$ cat src/rtl/hcd_pkg.sv
package hcd_pkg;

  typedef struct packed {
    logic [2:0] hi;
    logic [2:0] lo;
  } drive_pair_t;

  localparam drive_pair_t PAIR_OFF = '0;

  // Forward six-step table; code = {phase3, phase2, phase1}
  function automatic drive_pair_t fwd_step(input logic [2:0] code);
    drive_pair_t p;
    p = PAIR_OFF;
    case (code)
      3'd1: begin p.hi = 3'b100; p.lo = 3'b001; end
      3'd3: begin p.hi = 3'b100; p.lo = 3'b010; end
      3'd2: begin p.hi = 3'b001; p.lo = 3'b010; end
      3'd6: begin p.hi = 3'b001; p.lo = 3'b100; end
      3'd4: begin p.hi = 3'b010; p.lo = 3'b100; end
      3'd5: begin p.hi = 3'b010; p.lo = 3'b001; end
      default: p = PAIR_OFF;
    endcase
    return p;
  endfunction

  // Reverse reuses the forward table on the inverted code
  function automatic drive_pair_t decode_step(input logic [2:0] code, input logic rev);
    return fwd_step(rev ? ~code : code);
  endfunction

  function automatic logic code_valid(input logic [2:0] code);
    return (code != 3'b000) && (code != 3'b111);
  endfunction

endpackage

$ cat src/rtl/hall_sync_filter.sv
module hall_sync_filter #(
  parameter int W     = 3,
  parameter int SYNC  = 2,
  parameter int AGREE = 3
) (
  input  logic         clk,
  input  logic         rst_n,
  input  logic [W-1:0] raw,
  output logic [W-1:0] filt,
  output logic         agree
);

  logic [SYNC-1:0][W-1:0]  sync_q;
  logic [AGREE-1:0][W-1:0] win_q;
  logic [AGREE-1:0]        match;

  always_ff @(posedge clk or negedge rst_n) begin
    if (!rst_n) begin
      sync_q <= '0;
      win_q  <= '0;
      filt   <= '0;
    end else begin
      sync_q[0] <= raw;
      for (int i = 1; i < SYNC; i++) sync_q[i] <= sync_q[i-1];
      win_q[0] <= sync_q[SYNC-1];
      for (int i = 1; i < AGREE; i++) win_q[i] <= win_q[i-1];
      if (agree) filt <= win_q[0];
    end
  end

  assign match[0] = 1'b1;
  for (genvar g = 1; g < AGREE; g++) begin : g_match
    assign match[g] = (win_q[g] == win_q[0]);
  end
  assign agree = &match;

  AST_FILT_FROM_WINDOW: assert property (@(posedge clk) disable iff (!rst_n)
    (filt != $past(filt)) |-> (filt == $past(win_q[AGREE-1])));

endmodule

$ cat src/rtl/step_decoder.sv
module step_decoder
  import hcd_pkg::*;
(
  input  logic        clk,
  input  logic        rst_n,
  input  logic [2:0]  code,
  input  logic        rev,
  output drive_pair_t req
);

  logic valid;

  assign valid = code_valid(code);
  assign req   = decode_step(code, rev);

  AST_STEP_LEGAL: assert property (@(posedge clk) disable iff (!rst_n)
    valid |-> ($onehot(req.hi) && $onehot(req.lo) && ((req.hi & req.lo) == 3'b000)));
  AST_STEP_INVALID_OFF: assert property (@(posedge clk) disable iff (!rst_n)
    !valid |-> (req == PAIR_OFF));

endmodule

$ cat src/rtl/dead_time_seq.sv
module dead_time_seq
  import hcd_pkg::*;
#(
  parameter int DT_W = 8
) (
  input  logic            clk,
  input  logic            rst_n,
  input  drive_pair_t     req,
  input  logic [DT_W-1:0] dead_cycles,
  output drive_pair_t     act,
  output logic            pair_change
);

  drive_pair_t     pend_q;
  logic [DT_W-1:0] cnt_q;

  assign pair_change = (req != pend_q);

  always_ff @(posedge clk or negedge rst_n) begin
    if (!rst_n) begin
      pend_q <= PAIR_OFF;
      act    <= PAIR_OFF;
      cnt_q  <= '0;
    end else if (pair_change) begin
      pend_q <= req;
      cnt_q  <= dead_cycles;
      act    <= PAIR_OFF;
    end else if (cnt_q != '0) begin
      cnt_q  <= cnt_q - 1'b1;
    end else begin
      act    <= pend_q;
    end
  end

  AST_NO_DIRECT_SWAP: assert property (@(posedge clk) disable iff (!rst_n)
    (($past(act) != PAIR_OFF) && (act != PAIR_OFF)) |-> (act == $past(act)));

endmodule

$ cat src/rtl/low_side_gate.sv
module low_side_gate #(
  parameter int PH = 3
) (
  input  logic          clk,
  input  logic          rst_n,
  input  logic [PH-1:0] lo_sel,
  input  logic          run_en,
  input  logic          pwm_on,
  input  logic          period_start,
  input  logic          ilim_trip,
  input  logic          prot_latched,
  output logic [PH-1:0] lo_en,
  output logic          ilim_block
);

  logic hold_q;
  logic allow;

  always_ff @(posedge clk or negedge rst_n) begin
    if (!rst_n)            hold_q <= 1'b0;
    else if (ilim_trip)    hold_q <= 1'b1;
    else if (period_start) hold_q <= 1'b0;
  end

  assign ilim_block = ilim_trip | hold_q;
  assign allow      = run_en & pwm_on & ~prot_latched & ~ilim_block;

  for (genvar g = 0; g < PH; g++) begin : g_phase
    assign lo_en[g] = lo_sel[g] & allow;
  end

  AST_LIMIT_HOLDS_LOW: assert property (@(posedge clk) disable iff (!rst_n)
    ($past(ilim_trip) && !$past(period_start)) |-> (lo_en == '0));

endmodule

$ cat src/rtl/hall_commutator.sv
module hall_commutator
  import hcd_pkg::*;
#(
  parameter int DT_W  = 8,
  parameter int SYNC  = 2,
  parameter int AGREE = 3
) (
  input  logic            clk,
  input  logic            rst_n,
  input  logic [2:0]      hall_raw,
  input  logic            dir_rev,
  input  logic            run_en,
  input  logic            pwm_on,
  input  logic            pwm_period_start,
  input  logic            ilim_trip,
  input  logic            prot_latched,
  input  logic [DT_W-1:0] dead_cycles,
  output logic [2:0]      hi_en,
  output logic [2:0]      lo_en
);

  logic [2:0]  hall_filt;
  logic        hall_agree;
  drive_pair_t req_pair;
  drive_pair_t act_pair;
  logic        pair_change;
  logic        ilim_block;

  hall_sync_filter #(.W(3), .SYNC(SYNC), .AGREE(AGREE)) u_filt (
    .clk   (clk),
    .rst_n (rst_n),
    .raw   (hall_raw),
    .filt  (hall_filt),
    .agree (hall_agree)
  );

  step_decoder u_dec (
    .clk   (clk),
    .rst_n (rst_n),
    .code  (hall_filt),
    .rev   (dir_rev),
    .req   (req_pair)
  );

  dead_time_seq #(.DT_W(DT_W)) u_dead (
    .clk         (clk),
    .rst_n       (rst_n),
    .req         (req_pair),
    .dead_cycles (dead_cycles),
    .act         (act_pair),
    .pair_change (pair_change)
  );

  low_side_gate #(.PH(3)) u_low (
    .clk          (clk),
    .rst_n        (rst_n),
    .lo_sel       (act_pair.lo),
    .run_en       (run_en),
    .pwm_on       (pwm_on),
    .period_start (pwm_period_start),
    .ilim_trip    (ilim_trip),
    .prot_latched (prot_latched),
    .lo_en        (lo_en),
    .ilim_block   (ilim_block)
  );

  assign hi_en = act_pair.hi & {3{run_en}};

  AST_PAIR_DISJOINT: assert property (@(posedge clk) disable iff (!rst_n)
    (((hi_en & lo_en) == 3'b000) && $onehot0(hi_en) && $onehot0(lo_en)));

  AST_NO_DRIVE_AFTER_CHANGE: assert property (@(posedge clk) disable iff (!rst_n)
    $past(pair_change) |-> ((hi_en == 3'b000) && (lo_en == 3'b000)));

endmodule

$ cat config.mk
export PLATFORM = sky130hd
export DESIGN_NAME = hall_commutator
export DESIGN_NICKNAME = d
export VERILOG_FILES = /design/src/rtl/hcd_pkg.sv /design/src/rtl/hall_sync_filter.sv /design/src/rtl/step_decoder.sv /design/src/rtl/dead_time_seq.sv /design/src/rtl/low_side_gate.sv /design/src/rtl/hall_commutator.sv
export SDC_FILE = /design/constraint.sdc
export NUM_CORES = 1
export LEC_CHECK = 0
export BUFFER_PORTS_ARGS = -buffer_cell sky130_fd_sc_hd__buf_4
export CAP_MARGIN = 0
export CORE_UTILIZATION = 56
export DETAILED_ROUTE_END_ITERATION = 7
export PLACE_DENSITY = 0.78
export SKIP_LAST_GASP = 1
export SYNTH_ARGS = -nofsm -noshare
export SYNTH_HDL_FRONTEND = slang
export SYNTH_SLANG_ARGS = --single-unit
$ cat constraint.sdc
create_clock -name clk -period 2.8 [get_ports clk]
set_input_delay 0.14 -clock clk [delete_from_list [all_inputs] [get_ports clk]]
set_output_delay 0.14 -clock clk [all_outputs]
set_load 0.005 [all_outputs]
==> impl_metrics.csv <==
group,metric,value,unit
yosys,synth_top_family_by_area,"simple AND/OR/NAND/NOR gates",
yosys,synth_mux_area_frac,0.120,
finish,layout_common_cells,"39 x dfrtp_1, 25 x buf_4, 13 x nor2_1",
power,combPwrFrac,0.270,
timing,tns,0,ns
global_route,grt_pass1_wl,5700,µm
finish,fillers,257,
yosys,synthAdderAreaFrac,0.0139,
clock_tree,cts_tree,"yes",
floorplanning,start_util,0.589,
global_route,grt_pass1_vias,1290,
finish,fin_area,2130,µm²
yosys,synthSimpleGateAreaFrac,0.172,
timing,drv_slew,0,
power,intPower,0.938,mW
timing,max_slew_margin,0.525,
drt,wl,3310,µm
run_status,status,"completed",
yosys,synth_seq_cells,39,
floorplanning,io_pins,25,
min_path,hold_class,"primary input to flop",
drt,num_vias,1300,
drt,routedWlPerCell,14.0,µm
drt,drtPass1Iterations,6,
power,vdd_drop_max,0.000471,V
yosys,avgSynthCellArea,11.3,µm²
global_route,grt_max_degree,40,
finish,drive_above_1_share,0.254,
finish,final_nets,213,
timing,fin_ws,0.430,ns
yosys,synth.distinct_cells,43,
worst_setup_path,cp_data_required_time,3.04,ns
timing,finalSetupViolCount,0,
floorplanning,die_h,58.7,µm
yosys,ys_warn_count,0,
place,gp_congestion,0.894,
yosys,synth-compound-area-share,0.0994,
power,clkPwrFrac,0.217,
yosys,synth-seq-area-share,0.542,
yosys,synth_xor_area_frac,0.00974,
power,p_sw,0.443,mW
clock_tree,numClockSinks,39,
drt,viasPerCell,5.49,
clock_tree,clkLatencyLatePin,0.35,ns
global_route,antenna_found_initial,0,
clock_tree,root_buffer,"clkbuf_4",
finish,layout_commonest_cell,"dfrtp_1",
worst_setup_path,path_max_fanout,13,
finish,area_growth,18.3,%
timing,fin_crit,2.37,ns
timing,holdWs,0.0185,ns
place,place_ws,0.452,ns
power,netSwitchingFraction,0.321,
clock_tree,clockBufferDepth,2,
floorplanning,core_area,3050,µm²
floorplanning,dieArea,3440,µm²
place,hpwl,2340,µm
timing,finalClockSkew,0.00734,ns
drt,drt_iter0_markers,51,
global_route,grt_use_total,0.227,
place,port_buffers,24,
clock_tree,postCtsSetupRepairBufs,0,
worst_setup_path,worstSetupEndpointType,"flop",
power,p_leak,1.03,nW
worst_setup_path,worst-setup-path-type,"flop to flop",
clock_tree,clkTransAtPathRegs,0.12,ns
place,place_area,2010,µm²
drt,detail-route-antenna-nets,0,
yosys,syn-instance-count,159,
finish,antenna_cells,0,
global_route,gr-total-overflow,0,
timing,rsz0062_at_grt,"false",
job,cap_violations,0,
yosys,syn_area,1800,µm²
clock_tree,cts_inserted_buffers,5,
worst_setup_path,crit_path_start_kind,"flop",
power,pwr_density_cell,649,nW/µm²
clock_tree,htreeDepth,2,
timing,min_period_over_period,0.846,
floorplanning,die_w,58.7,µm
drt,drc,0,
place,dp_cells,223,
timing,hold_viol,0,
timing,worstMarginPinSlew,0.713,ns
finish,final_cells,237,
yosys,synth_fp_nets,180,
power,p_seq_frac,0.513,
timing,max_freq,422,MHz
floorplanning,rows,20,
worst_setup_path,arrival,2.61,ns
stage by stage:
step / util / power, mW
final: 0.697 / 1.38
after global placement: 0.657 / 1.06
after detailed placement: 0.657 / 1.08
after global routing: 0.697 / 1.47
after CTS: 0.694 / 1.39
after floorplan: - / 0.989
Yosys cell counts, drive strengths merged:
library cell	number	area, µm²
o32ai	2	17.5
a211oi	1	7.51
or3b	2	17.5
nor3	2	10.0
nor2b	3	18.8
nor4	1	6.26
o221ai	1	15.0
mux2i	8	80.1
a21oi	8	40.0
o22ai	2	12.5
a31oi	1	6.26
ha	2	25.0
nand2	8	30.0
and2	4	25.0
o2111ai	1	8.76
a22oi	1	7.51
inv	11	41.3
nor4b	1	8.76
and2b	1	7.51
or4b	1	10.0
nand3b	1	7.51
o311ai	1	16.3
nor3b	3	22.5
or2b	2	15.0
nand4	1	6.26
mux2	11	135
a31o	1	8.76
xnor2	1	8.76
o21ai	3	15.0
and3	3	18.8
nand2b	2	12.5
xor2	1	8.76
nor2	13	48.8
a211o	1	8.76
dfrtp	39	976
nand3	4	20.0
clkbuf	2	7.51
a21o	2	15.0
or3	4	25.0
buf	3	27.5
critical path: stages, from the launching register on:
cell and delay, ns:
dfrtp_1 0.39, inv_1 0.11, ha_1 0.19, or3b_2 0.49, or3_1 0.57, nand2_1 0.15
mux2i_1 0.09, mux2_2 0.27
metal layers:
metal,up-vias,share of wire,track usage
met3,8,0.040,0.0484
met5,-,0,0
li1,628,-,-
met1,632,0.42,0.266
met2,32,0.52,0.401
met4,0,0.021,0.0986
cell type report:
cell class / count / area (µm²) / area share
flip-flops and latches: 39 / 976 / 0.459
well taps: 44 / 55.1 / 0.0259
repair buffers: 31 / 248 / 0.116
inverters: 11 / 41.3 / 0.0194
clock inverters: 3 / 23.8 / 0.0112
clock buffers: 5 / 37.5 / 0.0176
multi-input cells: 104 / 747 / 0.351
cells by family after synthesis:
family          count (synthesis)
xor+xnor                        2
compound gates                 25
simple gates                   56
mux                            19
fa+ha+maj                       2
buf+inv                        16
flops                          39
power groups by stage:
| stage | Combinational (mW) | Clock, mW | Sequential [mW] |
|---|---|---|---|
| floorplan | 0.292 | 0 | 0.697 |
| global placement | 0.348 | 0 | 0.712 |
| detailed placement | 0.366 | 0 | 0.718 |
| CTS | 0.375 | 0.310 | 0.708 |
| global route | 0.418 | 0.332 | 0.721 |
| finish | 0.372 | 0.300 | 0.709 |
state kept, by name (all words and copies together), names as in the netlist:
name / flops
u_dead.cnt_q: 8
u_filt.filt: 3
u_low.hold_q: 1
u_filt.sync_q: 6
u_dead.pend_q: 6
u_dead.act: 6
u_filt.win_q: 9
worst paths after layout:
kind | start | endpoint | slack [ns] | cells past startpoint
max | u_dead.cnt_q[0] | u_dead.cnt_q[2] | 0.43 | 7
min | dead_cycles[1] | u_dead.cnt_q[1] | 0.02 | 2
max reg2reg | u_dead.cnt_q[0] | u_dead.cnt_q[2] | 0.43 | 7
min reg2reg | u_filt.sync_q[5] | u_filt.win_q[2] | 0.36 | 0
max in group asynchronous | rst_n | u_dead.cnt_q[5] | 2.19 | 2
min in group asynchronous | rst_n | u_filt.filt[0] | 0.28 | 2
timing repair:
action	4_1_cts	5_1_grt
hold endpoints to repair	43	1
gates resized for setup	0	0
hold buffers	5	1
No activity file was read; power rests on OpenSTA's default activity.
